==> config.mk <==
export PLATFORM = sky130hd
export DESIGN_NAME = lightload_burst_ctrl
export DESIGN_NICKNAME = d
export VERILOG_FILES = /design/src/rtl/burst_pkg.sv /design/src/rtl/burst_entry_blanker.sv /design/src/rtl/burst_mode_fsm.sv /design/src/rtl/burst_packet_gen.sv /design/src/rtl/lightload_burst_ctrl.sv
export SDC_FILE = /design/constraint.sdc
export NUM_CORES = 1
export LEC_CHECK = 0
export BUFFER_PORTS_ARGS = -buffer_cell sky130_fd_sc_hd__buf_2
export CAP_MARGIN = 0
export CORE_MARGIN = 3
export CORE_UTILIZATION = 52
export DETAILED_ROUTE_END_ITERATION = 10
export GPL_TIMING_DRIVEN = 0
export PLACE_DENSITY_LB_ADDON = 0.2
export SYNTH_ARGS = -nofsm -noshare
export SYNTH_HDL_FRONTEND = slang
export SYNTH_SLANG_ARGS = --single-unit
==> constraint.sdc <==
create_clock -name clk -period 1.9 [get_ports clk]
set_clock_uncertainty 0.05 [all_clocks]
set_input_delay 0.38 -clock clk [delete_from_list [all_inputs] [get_ports clk]]
set_output_delay 0.38 -clock clk [all_outputs]
set_load 0.05 [all_outputs]
==> src/rtl/burst_pkg.sv <==
package burst_pkg;

  typedef enum logic [1:0] {
    ST_NORMAL = 2'd0,
    ST_IDLE   = 2'd1,
    ST_SWITCH = 2'd2
  } burst_state_t;

  // Gate may be high only during the first half of a packet period.
  function automatic logic in_on_half(input int unsigned phase, input int unsigned period);
    return phase < (period / 2);
  endfunction

  // Mode transition rule; exit has priority over the packet flags.
  function automatic burst_state_t next_mode(input burst_state_t cur, input logic entry_ok,
                                             input logic above_on, input logic below_off,
                                             input logic above_exit);
    burst_state_t nxt;
    nxt = cur;
    case (cur)
      ST_NORMAL: if (entry_ok) nxt = ST_IDLE;
      ST_IDLE: begin
        if (above_exit)    nxt = ST_NORMAL;
        else if (above_on) nxt = ST_SWITCH;
      end
      ST_SWITCH: begin
        if (above_exit)     nxt = ST_NORMAL;
        else if (below_off) nxt = ST_IDLE;
      end
      default: nxt = ST_NORMAL;
    endcase
    return nxt;
  endfunction

endpackage

==> src/rtl/burst_entry_blanker.sv <==
module burst_entry_blanker #(
  parameter int BLANK_CYCLES = 4800000,
  parameter int VALLEY_W     = 3,
  parameter int VALLEY_MAX   = 7
) (
  input  logic                clk,
  input  logic                rst_n,
  input  logic                armed,
  input  logic                fb_low,
  input  logic [VALLEY_W-1:0] valley,
  output logic                qualified,
  output logic                entry_ok
);
  localparam int CW = $clog2(BLANK_CYCLES + 1);

  logic [CW-1:0] run_q;

  assign qualified = armed && fb_low && (valley == VALLEY_W'(VALLEY_MAX));
  assign entry_ok  = qualified && (run_q == CW'(BLANK_CYCLES - 1));

  always_ff @(posedge clk) begin
    if (!rst_n)                    run_q <= '0;
    else if (!qualified || entry_ok) run_q <= '0;
    else                           run_q <= run_q + 1'b1;
  end
endmodule

==> src/rtl/burst_mode_fsm.sv <==
module burst_mode_fsm
  import burst_pkg::*;
(
  input  logic         clk,
  input  logic         rst_n,
  input  logic         entry_ok,
  input  logic         above_on,
  input  logic         below_off,
  input  logic         above_exit,
  output burst_state_t mode,
  output logic         exit_evt
);
  burst_state_t mode_q;

  assign mode     = mode_q;
  assign exit_evt = (mode_q != ST_NORMAL) && above_exit;

  always_ff @(posedge clk) begin
    if (!rst_n) mode_q <= ST_NORMAL;
    else        mode_q <= next_mode(mode_q, entry_ok, above_on, below_off, above_exit);
  end
endmodule

==> src/rtl/burst_packet_gen.sv <==
module burst_packet_gen
  import burst_pkg::*;
#(
  parameter int PERIOD_CYCLES = 4000
) (
  input  logic clk,
  input  logic rst_n,
  input  logic run,
  input  logic cs_trip,
  output logic gate,
  output logic period_start
);
  localparam int PW = (PERIOD_CYCLES > 1) ? $clog2(PERIOD_CYCLES) : 1;

  logic [PW-1:0] phase_q;
  logic          trip_q;
  logic          wrap;
  logic          on_window;

  assign wrap         = (phase_q == PW'(PERIOD_CYCLES - 1));
  assign on_window    = in_on_half(32'(phase_q), PERIOD_CYCLES);
  assign gate         = run && on_window && !trip_q;
  assign period_start = run && (phase_q == '0);

  always_ff @(posedge clk) begin
    if (!rst_n || !run) begin
      phase_q <= '0;
      trip_q  <= 1'b0;
    end else if (wrap) begin
      phase_q <= '0;
      trip_q  <= 1'b0;
    end else begin
      phase_q <= phase_q + 1'b1;
      if (cs_trip && on_window) trip_q <= 1'b1;
    end
  end
endmodule

==> src/rtl/lightload_burst_ctrl.sv <==
module lightload_burst_ctrl
  import burst_pkg::*;
#(
  parameter int BLANK_CYCLES  = 4800000,
  parameter int PERIOD_CYCLES = 4000,
  parameter int VALLEY_W      = 3,
  parameter int VALLEY_MAX    = 7
) (
  input  logic                clk,
  input  logic                rst_n,
  input  logic                fb_below_entry,
  input  logic                fb_above_on,
  input  logic                fb_below_off,
  input  logic                fb_above_exit,
  input  logic [VALLEY_W-1:0] valley_cnt,
  input  logic                cs_burst_trip,
  output logic                burst_active,
  output logic                pwm_enable,
  output logic                burst_gate,
  output logic                ilim_reduced,
  output logic                valley_clear
);
  burst_state_t mode;
  logic         entry_ok;
  logic         entry_qualified;
  logic         exit_evt;
  logic         period_start;
  logic         clear_q;

  burst_entry_blanker #(
    .BLANK_CYCLES(BLANK_CYCLES), .VALLEY_W(VALLEY_W), .VALLEY_MAX(VALLEY_MAX)
  ) u_blank (
    .clk(clk), .rst_n(rst_n), .armed(mode == ST_NORMAL), .fb_low(fb_below_entry),
    .valley(valley_cnt), .qualified(entry_qualified), .entry_ok(entry_ok)
  );

  burst_mode_fsm u_fsm (
    .clk(clk), .rst_n(rst_n), .entry_ok(entry_ok), .above_on(fb_above_on),
    .below_off(fb_below_off), .above_exit(fb_above_exit), .mode(mode), .exit_evt(exit_evt)
  );

  burst_packet_gen #(.PERIOD_CYCLES(PERIOD_CYCLES)) u_pkt (
    .clk(clk), .rst_n(rst_n), .run(mode == ST_SWITCH), .cs_trip(cs_burst_trip),
    .gate(burst_gate), .period_start(period_start)
  );

  always_ff @(posedge clk) begin
    if (!rst_n) clear_q <= 1'b0;
    else        clear_q <= exit_evt;
  end

  assign burst_active = (mode != ST_NORMAL);
  assign pwm_enable   = (mode != ST_IDLE);
  assign ilim_reduced = burst_active;
  assign valley_clear = clear_q;
endmodule

; Word level (Yosys, flattened, before mapping)
; Index checks and enable logic that the tools add are counted.
[totals]
in_bits = 10
elab_cells = 42
output_inout_bits = 5
regBits = 39
[classes]
muxes = 6
order_cmp = 1
reduce_logical = 18
add_sub_neg = 2
eq_ne = 9
n_bitwise = 1
[op_table]
columns = operator, n
row1 = $add A23 B1 Y23 const B, 1
row2 = $eq A23 B23 Y1 const B, 1
row3 = $add A12 B1 Y12 const B, 1
row4 = $eq A12 B12 Y1 const B, 1
row5 = $lt A12 B11 Y1 const B, 1
row6 = $mux W2, 5
row7 = $logic_and A1 B1 Y1, 7
row8 = $ne A3 B3 Y1 const B, 2
row9 = $pmux W2 S3, 1
row10 = $logic_not A1 Y1, 4
row11 = $reduce_or A2 Y1, 2
row12 = $eq A3 B3 Y1 const B, 1
row13 = $reduce_and A3 Y1, 1
row14 = $eq A2 B1 Y1 const B, 1
row15 = $eq A2 B2 Y1 const B, 1
row16 = $logic_not A2 Y1, 1
row17 = $logic_or A1 B1 Y1, 2
row18 = $ne A2 B1 Y1 const B, 1
row19 = $ne A2 B2 Y1 const B, 1
row20 = $reduce_bool A2 Y1, 1
row21 = $not A1 Y1, 1

; Logic depth before layout (Yosys ltp)
[depth]
depth_word = 6
depth_mapped = 7
ltp_nobuf = 5

; Hierarchy
; From an unflattened synthesis, not the netlist that was laid out.
[hier_totals]
hier_cells = 221
hier_area_um2 = 1934.4
[by_module_without_submodules]
columns = mod, area_each_um2, n_inst, cells_per_inst, seq_area_each_um2
row1 = burst_entry_blanker, 1101.1, 1, 129, 460.4
row2 = burst_packet_gen, 663.1, 1, 74, 260.2
row3 = burst_mode_fsm, 113.9, 1, 11, 40.0
row4 = lightload_burst_ctrl, 56.3, 1, 7, 20.0

; Worst setup path before layout
; Ideal clock, no wire load.
[synth_timing]
path_type = flip-flop to output port
start = register u_pkt.phase_q[5]
end = output burst_gate
path_stages_with_launch = 4
path_slack_ns = -0.561
path_buffers = 0
required_time_ns = 1.470
arrival_ns = 2.031
cell_sequence = dfxtp_1 -> o21ai_0 -> nor2_1 -> nor4_1
[synth_via]
elab_chain_cells = 3
[synth_rtl]
columns = element, line
row1 = start: declaration, burst_packet_gen.sv:15  ; logic [PW-1:0] phase_q;
row2 = start signal: assignment, burst_packet_gen.sv:33  ; phase_q <= phase_q + 1'b1;
row3 = $lt A12 B11 Y1, burst_pkg.sv:11  ; return phase < (period / 2);
row4 = $logic_and A1 B1 Y1 (2 in series), burst_packet_gen.sv:22  ; assign gate = run && on_window && !trip_q;
row5 = end: declaration, lightload_burst_ctrl.sv:19  ; output logic burst_gate,
; No other way between the ends.

; Worst setup path after layout
[layout_timing]
start = register u_blank.run_q[6]
end = register u_blank.run_q[19]
[layout_via]
elab_chain_cells = 4
word_cells_on_any_way = 5
classes_between = add/sub: 1 / eq/ne: 1 / reduce/logical: 3
[layout_rtl]
columns = element, line
row1 = start: declaration, burst_entry_blanker.sv:16  ; logic [CW-1:0] run_q;
row2 = start signal: assignment, burst_entry_blanker.sv:24  ; else run_q <= run_q + 1'b1;
row3 = branches (longest 4 deep; another with $add A23 B1 Y23), -
; Parallel ways; which one is timed is not known.
; A chain may end at the register's enable or synchronous reset.

==> Flow_metrics.wiki <==
{| class="wikitable"
! Metric !! Value
|-
| Grt met1 use || about a quarter
|-
| Startpoint type of the worst setup path || flip-flop
|-
| Peak clock frequency supported by timing || 540.3 MHz
|-
| Util after Layout || 66.71%
|-
| Width of the die || roughly 64 um
|-
| Placeable core area || approximately 0.0032 mm^2
|-
| Post-Route WL || 3546 um
|-
| Post-CTS Hold Fix Bufs || 0
|-
| Standby leakage power || between 0.6 and 0.7 nW
|-
| Post-Synthesis Net Count || between 200 and 250
|-
| Final count of hold timing violations || 0
|-
| Number of register bits inferred by synthesis || 39
|-
| Synth Cell Area || between 0.0015 and 0.002 mm^2
|-
| Transition time at the pin with the least slew margin || just over 400 ps
|-
| Top Ports || 15
|-
| Minimum hold slack || between 150 and 200 ps
|-
| Max-slew violation total from the final report || 0
|-
| Average cell area after synthesis || 8.655 um^2
|-
| CTS Root Cell || sky130_fd_sc_hd__clkbuf_4
|-
| Number of sinks handled by clock tree synthesis || 39
|-
| Worst slew margin relative to its limit || roughly 73%
|-
| Starting DRC count in detailed routing || between 100 and 150
|-
| Start point of the critical path || u_blank.run_q[6]
|-
| Required @ worst endpoint || roughly 2100 ps
|-
| Routed vias/inst || between 5 and 6
|-
| Clock Latency Late Sink || approximately 350 ps
|-
| Post-Synthesis Cells || just over 200
|-
| Most frequent cells in the layout || sky130_fd_sc_hd__nor2_1 (28), sky130_fd_sc_hd__dfxtp_1 (27), sky130_fd_sc_hd__nand2_1 (14)
|-
| Maximum number of pins on one net before global-route repair || 13
|-
| Average wire length per cell after detail routing || ~13 um
|-
| Maximum fanout along the worst path || 6
|-
| Crit path arrival time || about 2100 ps
|-
| H-tree level count || 2
|-
| Inserted Diodes || 0
|-
| Start of the worst register-to-register path || u_blank.run_q[6]
|-
| Most utilized layer in the global route result || met2
|-
| Overall global routing resource usage || a little under a fifth
|-
| Distinct cell type count of the synthesized netlist || 36
|-
| Top cell type's share of synthesized area || around 44%
|-
| Clock period minus worst slack || approximately 1900 ps
|-
| Grt met3 use || ~6.6%
|-
| Hold_sp || fb_above_exit
|-
| Die Y-Extent || 64.41 um
|-
| Initial standard-cell utilization of the core || a little under three fifths
|-
| Cell area after placement || around 0.0019 mm^2
|-
| Met2 track demand over resource || approximately 27%
|-
| Site row count || 20
|-
| First-pass iteration count of the detailed router || 4
|-
| Post-synthesis cell type with the largest combined area || sky130_fd_sc_hd__dfxtp_1
|-
| Vias in the first global route || approximately 1,400
|-
| Area of the die || 0.004149 mm^2
|-
| Number of buffers on the longest clock path || 2
|-
| Non-Filler Cell Area, Final || 0.002103 mm^2
|-
| Clock input transition at the sequential cells of the worst setup and hold paths || about 120 ps
|-
| Number of routed nets with antenna violations || 0
|-
| Total vias in the final route || roughly 1,500
|-
| Power per unit of standard cell area || between 600 and 700 mW/mm^2
|-
| Portion of the post-synthesis area used by sequential elements || between 40% and 50%
|-
| Accumulated negative setup slack || 0 ps
|-
| Number of antenna violations at the first check in global routing || 0
|-
| Area overhead of the layout relative to synthesis || 18.55%
|-
| Share of the clock period used by the worst path after layout || between 90% and 100%
|-
| Crit Path Class || reg -> reg
|-
| Post-detailed-placement half-perimeter wirelength || around 2400 um
|-
| Count of max-cap constraint violations || 0
|-
| Grt total ovfl || 0
|-
| Fraction of layout cells with a size suffix above 1 || about 25%
|-
| Number of failing setup endpoints in the final timing report || 0
|-
| Cts bufs inserted || 5
|-
| Gpl congestion || approximately 0.86
|-
| Status || completed
|-
| Number of warning messages in the yosys log || 0
|-
| Hold Path Class || in -> reg
|-
| Ranking of synthesized cells by area || sky130_fd_sc_hd__dfxtp_1 (44%), sky130_fd_sc_hd__xor2_1 (6.4%), sky130_fd_sc_hd__nor2_1 (5.9%)
|-
| Wire length of the first global-routing pass || a little under 6000 um
|-
| Peak supply drop || 0.0005183 V
|-
| Remaining routing DRC violations || 0
|-
| Buffers on Ports || 14
|-
| CP Capture Type || flip-flop
|-
| Most common cell after layout, fill and taps aside || sky130_fd_sc_hd__nor2_1
|-
| Post-layout nets || around 240
|-
| TritonCTS clock tree || done
|}
==> report_power, final <==
| group | internal (mW) | total (mW) | switching [mW] |
|---|---|---|---|
| clock | 0.311 | 0.576 | 0.265 |
| combinational | 0.0109 | 0.0198 | 0.00886 |
| sequential | 0.812 | 0.812 | 0.000433 |
| total | 1.13 | 1.41 | 0.275 |
==> stage by stage <==
stage | setup slack [ps] | std cells | power (mW)
global placement | -262.4 | 263 | 0.8559
CTS | 28.96 | 272 | 1.427
floorplan | -13.86 | 205 | 0.8440
finish | 49.31 | 275 | 1.408
global route | -10.84 | 275 | 1.464
detailed placement | -316.4 | 263 | 0.8558
==> cells by family after synthesis <==
logic type | synth area share (%)
AOI/OAI and AO/OA | 9.380
xor gates and xnor gates | 10.37
adders and majority gates | 1.410
buffers and inverters | 4.020
DFF | 44.01
and+or+nand+nor | 30.82
==> area by class of cell <==
cell class                      count  area, um^2
Sequential cell                    39       805.8
Multi-Input combinational cell    151       972.2
Clock buffer                        6       51.30
Inverter                            7       26.28
Timing Repair Buffer               20       117.6
Tap cell                           44       55.05
Fill cell                         253        1050
Buffer                              6       40.04
Clock inverter                      2       35.03
==> metal layers <==
metal	part of all wire, %	routed length, um
met5	0	0
met4	1.4	51
met3	6.2	221
met2	43	1540
met1	49	1732
==> flip-flops by register name (all words and copies together), names as in the netlist <==
signal and flops:
u_blank.run_q 23, u_pkt.phase_q 12, u_fsm.mode 2, u_pkt.trip_q 1, valley_clear 1
==> critical path, stage by stage, from the launching register on <==
cell                      delay (ps)
sky130_fd_sc_hd__dfxtp_2         380
sky130_fd_sc_hd__nand3_2         110
sky130_fd_sc_hd__or4_4           590
sky130_fd_sc_hd__or4_1           520
sky130_fd_sc_hd__a21oi_1         150
==> synthesized netlist by cell type <==
master,n
sky130_fd_sc_hd__or4_4,1
sky130_fd_sc_hd__and4_1,5
sky130_fd_sc_hd__ha_1,2
sky130_fd_sc_hd__or3b_2,1
sky130_fd_sc_hd__or4_1,7
sky130_fd_sc_hd__dfxtp_1,39
sky130_fd_sc_hd__a2bb2oi_1,1
sky130_fd_sc_hd__o31ai_1,7
sky130_fd_sc_hd__nor4_1,3
sky130_fd_sc_hd__nor3_1,1
sky130_fd_sc_hd__buf_6,1
sky130_fd_sc_hd__nor4bb_1,2
sky130_fd_sc_hd__and3_1,4
sky130_fd_sc_hd__o21bai_1,1
sky130_fd_sc_hd__nor2b_1,1
sky130_fd_sc_hd__nor3b_1,1
sky130_fd_sc_hd__buf_4,1
sky130_fd_sc_hd__nand2b_1,3
sky130_fd_sc_hd__clkbuf_1,7
sky130_fd_sc_hd__xnor2_1,8
sky130_fd_sc_hd__a21o_1,1
sky130_fd_sc_hd__or2_2,1
sky130_fd_sc_hd__xor2_1,13
sky130_fd_sc_hd__nand3_1,12
sky130_fd_sc_hd__nor4b_1,2
sky130_fd_sc_hd__inv_1,7
sky130_fd_sc_hd__nor2_1,28
sky130_fd_sc_hd__o22a_1,1
sky130_fd_sc_hd__o22ai_1,1
sky130_fd_sc_hd__nand4_1,8
sky130_fd_sc_hd__or3_1,3
sky130_fd_sc_hd__o21ai_0,4
sky130_fd_sc_hd__and2_0,1
sky130_fd_sc_hd__and2_1,2
sky130_fd_sc_hd__a21oi_1,11
sky130_fd_sc_hd__nand2_1,14
==> worst paths after layout <==
| path | cells past startpoint | slack [ps] | to |
|---|---|---|---|
| setup reg to reg | 4 | 50 | u_blank.run_q[19] |
| setup / recovery | 4 | 50 | u_blank.run_q[19] |
| hold / removal | 2 | 160 | u_fsm.mode[1] |
| hold reg to reg | 1 | 400 | u_blank.run_q[0] |
==> timing repair <==
action,CTS,global route
pin swaps,0,4
buffers inserted,3,3
resized for setup,15,20
gates cloned,0,1
endpoints found under the setup margin,21,21
Power figures use the tool's default switching activity.
